**config.mk**
```make
export PLATFORM = sky130hd
export DESIGN_NAME = spare_remap
export DESIGN_NICKNAME = d
export VERILOG_FILES = /design/src/rtl/spr_pkg.sv /design/src/rtl/spr_prog_ctrl.sv /design/src/rtl/spr_fuse_bank.sv /design/src/rtl/spr_match.sv /design/src/rtl/spare_remap.sv
export SDC_FILE = /design/constraint.sdc
export NUM_CORES = 1
export LEC_CHECK = 0
export ABC_AREA = 0
export BUFFER_PORTS_ARGS = -buffer_cell sky130_fd_sc_hd__buf_2
export CELL_PAD_IN_SITES_DETAIL_PLACEMENT = 0
export CELL_PAD_IN_SITES_GLOBAL_PLACEMENT = 1
export CORE_ASPECT_RATIO = 1.75
export CORE_MARGIN = 2
export CORE_UTILIZATION = 44
export DETAILED_ROUTE_END_ITERATION = 8
export PLACE_DENSITY = 0.74
export SETUP_SLACK_MARGIN = 0.15
export SLEW_MARGIN = 40
export SYNTH_ARGS = -nofsm -noshare
export SYNTH_HDL_FRONTEND = slang
export SYNTH_SLANG_ARGS = --single-unit
export TNS_END_PERCENT = 100
```
**constraint.sdc**
```tcl
create_clock -name clk -period 4.95 [get_ports clk]
set_input_delay 1.2375 -clock clk [delete_from_list [all_inputs] [get_ports clk]]
set_output_delay 1.2375 -clock clk [all_outputs]
set_load 0.05 [all_outputs]
```
**src/rtl/spr_pkg.sv**
```systemverilog
package spr_pkg;
    typedef enum logic {
        ST_LOCKED = 1'b0,
        ST_OPEN   = 1'b1
    } prog_state_t;

    localparam int FUSE_AW   = 8;
    localparam int FUSE_DW   = FUSE_AW + 2;
    localparam int BIT_EN    = FUSE_DW - 1;
    localparam int BIT_KILL  = FUSE_DW - 2;
endpackage

```
**src/rtl/spr_prog_ctrl.sv**
```systemverilog
module spr_prog_ctrl
    import spr_pkg::*;
(
    input  logic clk,
    input  logic por_n,
    input  logic prog_en,
    input  logic prog_we,
    input  logic prog_tgt,
    output logic wr_row,
    output logic wr_col
);
    prog_state_t state_q, state_d;

    always_ff @(posedge clk or negedge por_n) begin
        if (!por_n) state_q <= ST_LOCKED;
        else        state_q <= state_d;
    end

    always_comb begin
        state_d = state_q;
        unique case (state_q)
            ST_LOCKED: if (prog_en)  state_d = ST_OPEN;
            ST_OPEN:   if (!prog_en) state_d = ST_LOCKED;
            default:   state_d = ST_LOCKED;
        endcase
    end

    always_comb begin
        wr_row = 1'b0;
        wr_col = 1'b0;
        unique case (state_q)
            ST_LOCKED: ;
            ST_OPEN: begin
                wr_row = prog_en && prog_we && !prog_tgt;
                wr_col = prog_en && prog_we &&  prog_tgt;
            end
            default: ;
        endcase
    end

    // no write is accepted unless the window was requested a cycle earlier
    p_no_early_write_r7: assert property (@(posedge clk) disable iff (!por_n)
        !$past(prog_en) |-> !(wr_row || wr_col));
endmodule

```
**src/rtl/spr_fuse_bank.sv**
```systemverilog
module spr_fuse_bank #(
    parameter int N_ENT = 8,
    parameter int DW    = 10,
    localparam int IW   = $clog2(N_ENT)
) (
    input  logic                        clk,
    input  logic                        por_n,
    input  logic                        wr,
    input  logic [IW-1:0]               idx,
    input  logic [DW-1:0]               data,
    output logic [N_ENT-1:0][DW-1:0]    fuse_q
);
    always_ff @(posedge clk or negedge por_n) begin
        if (!por_n) begin
            fuse_q <= '0;
        end else if (wr) begin
            fuse_q[idx] <= fuse_q[idx] | data;
        end
    end

    // a blown bit never returns to zero while power is held
    p_fuse_one_way_r8: assert property (@(posedge clk) disable iff (!por_n)
        (($past(fuse_q) & ~fuse_q) == '0));
    // the bank is untouched in any cycle without an accepted write
    p_hold_without_write_r7: assert property (@(posedge clk) disable iff (!por_n)
        !wr |=> $stable(fuse_q));
endmodule

```
**src/rtl/spr_match.sv**
```systemverilog
module spr_match #(
    parameter int N  = 2,
    parameter int AW = 6,
    localparam int CW = $clog2(N + 1)
) (
    input  logic                 clk,
    input  logic                 por_n,
    input  logic [N-1:0]         en,
    input  logic [N-1:0]         kill,
    input  logic [N-1:0][AW-1:0] addr,
    input  logic [AW-1:0]        key,
    output logic                 main_en,
    output logic [N-1:0]         sel,
    output logic                 multi
);
    logic [N-1:0] claim;
    logic [N-1:0] live;
    logic [CW-1:0] live_cnt;

    for (genvar g = 0; g < N; g++) begin : g_cmp
        assign claim[g] = en[g] && (addr[g] == key);
        assign live[g]  = claim[g] && !kill[g];
    end

    always_comb begin
        sel      = '0;
        live_cnt = '0;
        for (int i = 0; i < N; i++) begin
            if (live[i]) begin
                sel      = '0;
                sel[i]   = 1'b1;
                live_cnt = live_cnt + 1'b1;
            end
        end
    end

    assign main_en = ~|claim;
    assign multi   = (live_cnt > 1);

    // only enabled, unkilled spares may ever be selected
    p_live_only_r5: assert property (@(posedge clk) disable iff (!por_n)
        ((sel & ~(en & ~kill)) == '0));
    // a selected spare always means the main line is cut
    p_main_cut_r4: assert property (@(posedge clk) disable iff (!por_n)
        (|sel) |-> !main_en);
endmodule

```
**src/rtl/spare_remap.sv**
```systemverilog
module spare_remap
    import spr_pkg::*;
#(
    parameter int QUADS    = 4,
    parameter int ROW_BITS = 6,
    parameter int COL_BITS = 8,
    parameter int SROWS    = 2,
    parameter int SCOLS    = 4,
    localparam int QW      = $clog2(QUADS),
    localparam int PAIRS   = QUADS / 2,
    localparam int N_RENT  = QUADS * SROWS,
    localparam int N_CENT  = PAIRS * SCOLS,
    localparam int RIW     = $clog2(N_RENT),
    localparam int CIW     = $clog2(N_CENT),
    localparam int PIW     = (RIW > CIW) ? RIW : CIW
) (
    input  logic                clk,
    input  logic                por_n,
    input  logic [QW-1:0]       acc_quad,
    input  logic [ROW_BITS-1:0] acc_row,
    input  logic [COL_BITS-1:0] acc_col,
    input  logic                prog_en,
    input  logic                prog_we,
    input  logic                prog_tgt,
    input  logic [PIW-1:0]      prog_idx,
    input  logic [FUSE_DW-1:0]  prog_data,
    output logic                row_main_en,
    output logic [SROWS-1:0]    row_spare_sel,
    output logic                col_main_en,
    output logic [SCOLS-1:0]    col_spare_sel,
    output logic                multi_hit
);
    logic wr_row, wr_col;
    logic [N_RENT-1:0][FUSE_DW-1:0] rfuse;
    logic [N_CENT-1:0][FUSE_DW-1:0] cfuse;

    spr_prog_ctrl u_ctrl (
        .clk(clk), .por_n(por_n), .prog_en(prog_en), .prog_we(prog_we),
        .prog_tgt(prog_tgt), .wr_row(wr_row), .wr_col(wr_col)
    );

    spr_fuse_bank #(.N_ENT(N_RENT), .DW(FUSE_DW)) u_rbank (
        .clk(clk), .por_n(por_n), .wr(wr_row), .idx(prog_idx[RIW-1:0]),
        .data(prog_data), .fuse_q(rfuse)
    );

    spr_fuse_bank #(.N_ENT(N_CENT), .DW(FUSE_DW)) u_cbank (
        .clk(clk), .por_n(por_n), .wr(wr_col), .idx(prog_idx[CIW-1:0]),
        .data(prog_data), .fuse_q(cfuse)
    );

    // Pick the entries that belong to the accessed quadrant / quadrant pair
    logic [SROWS-1:0]                r_en, r_kill;
    logic [SROWS-1:0][ROW_BITS-1:0]  r_addr;
    logic [SCOLS-1:0]                c_en, c_kill;
    logic [SCOLS-1:0][COL_BITS-1:0]  c_addr;
    logic                            r_multi, c_multi;
    logic [QW-1:0]                   pair_idx;

    assign pair_idx = acc_quad >> 1;

    for (genvar s = 0; s < SROWS; s++) begin : g_rsel
        logic [FUSE_DW-1:0] ent;
        assign ent       = rfuse[acc_quad * SROWS + s];
        assign r_en[s]   = ent[BIT_EN];
        assign r_kill[s] = ent[BIT_KILL];
        assign r_addr[s] = ent[ROW_BITS-1:0];
    end

    for (genvar s = 0; s < SCOLS; s++) begin : g_csel
        logic [FUSE_DW-1:0] ent;
        assign ent       = cfuse[pair_idx * SCOLS + s];
        assign c_en[s]   = ent[BIT_EN];
        assign c_kill[s] = ent[BIT_KILL];
        assign c_addr[s] = ent[COL_BITS-1:0];
    end

    spr_match #(.N(SROWS), .AW(ROW_BITS)) u_rmatch (
        .clk(clk), .por_n(por_n), .en(r_en), .kill(r_kill), .addr(r_addr),
        .key(acc_row), .main_en(row_main_en), .sel(row_spare_sel), .multi(r_multi)
    );

    spr_match #(.N(SCOLS), .AW(COL_BITS)) u_cmatch (
        .clk(clk), .por_n(por_n), .en(c_en), .kill(c_kill), .addr(c_addr),
        .key(acc_col), .main_en(col_main_en), .sel(col_spare_sel), .multi(c_multi)
    );

    assign multi_hit = r_multi || c_multi;

    // at most one spare per group fires
    p_one_spare_r5: assert property (@(posedge clk) disable iff (!por_n)
        $onehot0(row_spare_sel) && $onehot0(col_spare_sel));
    // a reported double match always leaves a spare selected
    p_multi_has_winner_r6: assert property (@(posedge clk) disable iff (!por_n)
        multi_hit |-> ((|row_spare_sel) || (|col_spare_sel)));
endmodule

```
## Yosys cells after proc, flatten, opt, wreduce, memory -nomap -nowiden

Index checks and enable logic that the tools add are counted.

- Flip-flop bits (word level): 161
- Latch bits: 0
- RAM bits: 0
- Memory bits (read-only): 0
- Input bits: 34
- Output and inout port bits: 9
- Logic and storage cells: 105
- Memories: 0

- Add/sub/neg operators: 8
- $mul: 0
- Divide/modulo/power cells: 0
- Order comparisons: 10
- Equality and inequality tests: 6
- Shifts and indexed selects: 0
- Mux-type cells: 34
- Bitwise operators: 2
- Reductions and logical operators: 28

Operator list:

| operator | number |
|---|---|
| 10-bit binary-select mux with 3-bit select | 6 |
| 80-bit bitwise mux | 2 |
| 10-bit 2-to-1 mux | 10 |
| 8-bit == test | 4 |
| 10-bit demux with 3-bit select | 1 |
| 10-bit binary-select mux with 2-bit select | 1 |
| 10-bit bitwise OR | 2 |
| 1-bit logical AND | 16 |
| 4-bit < comparator (second input constant) | 4 |
| 6-bit == test | 2 |
| 3-bit by 4-bit < comparator with 1-bit output (second input constant) | 3 |
| 3-bit 2-to-1 mux | 4 |
| 1-bit logical NOT | 9 |
| 3-bit by 1-bit adder with 4-bit output (second input constant) | 2 |
| 3-bit by 2-bit adder with 4-bit output (second input constant) | 2 |
| 3-bit by 1-bit adder with 3-bit output (second input constant) | 2 |
| 1-bit 2-to-1 mux | 6 |
| 2-bit 2-to-1 mux | 3 |
| 1-bit by 1-bit adder with 2-bit output (second input constant) | 2 |
| 4-bit 2-to-1 mux | 1 |
| 4-bit OR reduction | 1 |
| 3-bit by 1-bit >= comparator with 1-bit output (second input constant) | 1 |
| 3-bit by 1-bit > comparator with 1-bit output (second input constant) | 1 |
| 2-bit by 1-bit > comparator with 1-bit output (second input constant) | 1 |
| other kinds (2) | 2 |

## Longest topological paths before layout

- Depth in word-level cells: 14
- Depth in mapped cells: 17
- Mapped depth without buffers: 14

## By module

Synthesis repeated with hierarchy kept, for this count alone.

- Cell total of the unflattened synthesis: 701
- Area, all modules: 8306.7 um^2

Modules (own cells, without submodules):

| module | instances | cells an instance | area each (um^2) | sequential area each (um^2) |
|---|---|---|---|---|
| spr_fuse_bank | 2 | 265 | 3273.1 | 2001.9 |
| spare_remap | 1 | 65 | 908.4 | 0.0 |
| spr_match at u_cmatch | 1 | 77 | 609.3 | 0.0 |
| spr_match at u_rmatch | 1 | 26 | 197.7 | 0.0 |
| spr_prog_ctrl | 1 | 3 | 45.0 | 25.0 |

## Worst setup path before layout

OpenSTA, ideal clock, no wires.

- Path kind: in2out
- Start: input acc_quad[1]
- End: output multi_hit
- Arrival time: 4374 ps
- Required time: 3713 ps
- Path slack: -662 ps
- Stages: 15
- Buffers on the path: 3
- Cells stage by stage: buf_6 > buf_12 > buf_2 > mux2i_1 > xnor2_1 > nor4_1 > nand4_1 > a211oi_1 > ha_1 > xnor2_1 > ha_1 > nor2b_1 > nand4_1 > mux2i_1 > o2bb2ai_1

- Word-level cells in the longest chain between the ends: 14
- Elaborated cells on any way between the ends: 53
- Classes of those cells: add/sub: 8; order compare: 2; eq/ne: 6; mux: 18; reduce/logical: 19

RTL lines:

| item | line | RTL |
|---|---|---|
| start: declaration | spare_remap.sv:19 | `input logic [QW-1:0] acc_quad,` |
| branches (longest 13 deep; another with 3-bit by 1-bit adder with 4-bit output) | -- |  |
| 1-bit logical OR (*) | spare_remap.sv:88 | `assign multi_hit = r_multi \|\| c_multi;` |
| end: declaration | spare_remap.sv:31 | `output logic multi_hit` |

Mark *: on every way between the ends. The select of a mux whose other input is x is not followed.

## Worst setup path after layout

Same ends and word-level chain as after synthesis.

==> reports/results.ini <==
[place]
placedCellCount=1085
dp_hpwl_um=18700
post_dp_cell_area_um2=8670
gp_congestion=0.967
io_buffers=42
place_ws_ns=-0.443

[critical_path]
critPathKind=primary input to primary output
crit_path_max_fanout=8
crit_chain=buf_12 > buf_4 > mux2i_2 > xnor2_1 > nor4_2 > nand4_1 > a211o_1 > inv_1 > ha_1 > xnor2_1 > ha_1 > nor2b_1 > nand4_1 > mux2i_1 > o2bb2ai_1 > buf_4
r2r_setup_slack_ns=2.83
max_stage_delay_ns=0.29
arrival_ns=3.88
end_kind=primary output
cp_slowest_cell=a211o_1
cp-start-kind=primary input
rr_endpoint=u_cbank.fuse_q[56]
r2r_start=u_ctrl.state_q
reg2reg_depth=4
cp.required_ns=3.71

[grt]
grt_max_degree=70
grtUsageTotal_pct=27.6
antenna_found_initial=0
overflow=0
grt_pass1_vias=6843
grt_first_pass_wirelength_um=39900

[final_layout]
fillers=1699
synthToLayoutAreaGrowth_pct=14.9
instances_no_fill=1119
finalInstanceArea_um2=9330
postLayoutCoreUtil_pct=51.7
drive_gt1_share_pct=20.8
fin_nets=911
diodes=0

[yosys]
postSynthCellCount=818
mappedNetlistNets=856
ys_warn_count=0
ys_types=52
synth.avg_cell_area_um2=9.93
yosysSeqAreaShare_pct=44.7
syn_area_um2=8120
synth_edf_count=0
synth_seq_cells=145
synth_flop_cell=dfrtp_1
async_reset_ff_share_pct=100

[run]
cap_violations=0

[clocking]
cts_buffers=17
cts.sinks=145
clk_pin_slew_ns=0.06
htreeDepth=4
clk_latency_ns=0.44
cts_tree=yes
root_buffer=clkbuf_16
clk_path_buf_depth=2

[timing]
final-hold-violation-count=0
slew_headroom_pct=44.0
rsz0062_at_grt=yes
post-route-min-period_ns=5.12
finalCritPeriodShare_pct=103
max_freq_mhz=195
fin_ws_ns=-0.171
fin_skew_ns=0.00791
drv_slew=0
whs_ns=0.509
setup_viol_count_final=1
worst_pin_slew_ns=0.840

[power_and_ir_drop]
switchingPower_uw=1090
ir_drop_mv=0.236
p_comb_share_pct=19.4
p_leak_uw=0.00412
swShare_pct=30.7
power_frac_clock_pct=36.5
seq_power_share_pct=44.1
powerDensity_nw_per_um2=382
intPower_uw=2470

[floorplanning]
rows=65
initial_core_util_pct=45.0
die_w_um=107
core_area_um2=18100
die_area_um2=19600
io_pins=43
die_y_um=184

[status]
status=complete, but fails checks
failed_checks=setup timing

[route]
dr_total_vias=6640
initialDrtViolationCount=440
drt-total-wl_um=26000
dr.pass1.iters=5
avgRoutedWirePerCell_um=23.3
ant_nets=0
remaining_drc_errors=0
via_per_inst=5.93

[min_path]
hold_depth=2
holdCritStartpoint=u_rbank.fuse_q[51]
hold_path_class=flip-flop to flip-flop
min_to=u_rbank.fuse_q[51]

==> flip-flops by register name (all words and copies together) (netlist names) <==
name            count
u_ctrl.state_q      1
u_rbank.fuse_q     64
u_cbank.fuse_q     80
==> worst max-delay path, delay by kind of cell <==
| kind | cells | cell delay, ns |
|---|---|---|
| buf+inv | 4 | 0.52 |
| mux | 2 | 0.37 |
| xor+xnor | 2 | 0.28 |
| compound gates | 2 | 0.37 |
| simple gates | 4 | 0.60 |
| fa+ha+maj | 2 | 0.53 |
==> layout make-up <==
cell class	count	area, µm²	share of cell area (%)
clock buffer	20	467	5.00
clock inverter	11	131	1.41
inverter	7	26.3	0.282
multi-input combinational	614	4200	45.0
sequential	145	3630	38.9
tap	234	293	3.14
timing repair buffer	88	586	6.27
==> logic make-up after synthesis <==
| logic type | count (synthesis) | share of synthesized area (%) |
|---|---|---|
| xor gates and xnor gates | 53 | 5.71 |
| DFF | 145 | 44.7 |
| muxes | 103 | 15.0 |
| AOI/OAI and AO/OA | 223 | 17.3 |
| adders and majority gates | 4 | 0.616 |
| and+or+nand+nor | 231 | 12.7 |
| buffers and inverters | 59 | 3.96 |
==> layout by cell type (no fill, tap or decap), types with 11 or more instances in the layout <==
cell type	Yosys	routed
nor2_1	61	60
xor2_1	18	18
mux2_2	32	32
o21ai_0	97	96
mux4_2	12	12
a21oi_1	55	55
dfrtp_1	145	145
nand2_1	114	114
xnor2_1	35	35
mux2i_1	59	58
clkbuf_16	0	17
a22o_1	11	11
buf_4	6	46
buf_2	18	38
==> power by group through the flow <==
stage               combinational, µW  sequential [µW]  clock [µW]
floorplan                         505             1510           0
global placement                  662             1580           0
detailed placement                683             1590           0
CTS                               690             1570        1310
global route                      769             1590        1360
finish                            694             1570        1300
==> per-stage QoR <==
step | power, µW | TNS, ns
after floorplan | 2010 | -0.530
after global placement | 2240 | -0.305
after detailed placement | 2270 | -0.443
after CTS | 3570 | -0.192
after global routing | 3730 | -0.326
final | 3570 | -0.171
==> worst max path at each step <==
stage	start	endpoint	slack, ns	cells past startpoint
finish	acc_quad[1]	multi_hit	-0.17	16
global route	acc_quad[1]	multi_hit	-0.33	16
CTS	acc_quad[1]	multi_hit	-0.19	15
detailed placement	acc_quad[1]	multi_hit	-0.44	15
global placement	acc_quad[1]	multi_hit	-0.31	15
floorplan	acc_quad[1]	multi_hit	-0.53	16
==> timing repair <==
action	4_1_cts	5_1_grt
gates resized for setup	7	4
setup endpoints to repair	2	3
buffers inserted	3	0
hold buffers	0	0
pin swaps	9	3
==> per-layer routing <==
| layer | track usage [%] | vias to the layer above | part of all wire, % |
|---|---|---|---|
| li1 | - | 3053 | - |
| met1 | 31.4 | 3217 | 37 |
| met2 | 47.6 | 287 | 51 |
| met3 | 4.25 | 83 | 5.6 |
| met4 | 18.1 | 0 | 6.1 |
| met5 | 0 | - | 0 |
==> Yosys cell counts, types with 2 or more instances <==
master     count  area (µm²)
dfrtp_1      145        3630
nand2_1      114         428
o21ai_0       97         485
nor2_1        61         229
mux2i_1       59         591
a21oi_1       55         275
xnor2_1       35         307
mux2_2        32         360
clkbuf_1      23        86.3
buf_2         18        90.1
xor2_1        18         158
mux4_2        12         270
a22o_1        11        96.3
a22oi_1       10        75.1
nor2b_1       10        62.6
nand3_1        9        45.0
nand4_1        8        50.1
a221oi_1       7        61.3
nor3_1         7        35.0
a31oi_1        6        37.5
buf_4          6        45.0
inv_1          6        22.5
a221o_1        5        50.1
and2_1         5        31.3
o2bb2ai_1      5        43.8
a211oi_1       4        30.0
ha_1           4        50.1
o21ai_1        4        20.0
o32ai_1        4        35.0
a221oi_2       3        45.0
and4_1         3        26.3
buf_6          3        33.8
nor4_2         3        37.5
a211o_1        2        17.5
a21oi_2        2        17.5
and3_1         2        12.5
buf_12         2        40.0
nand2b_1       2        12.5
nor4_1         2        12.5
o221ai_1       2        17.5
Power figures use the tool's default switching activity.
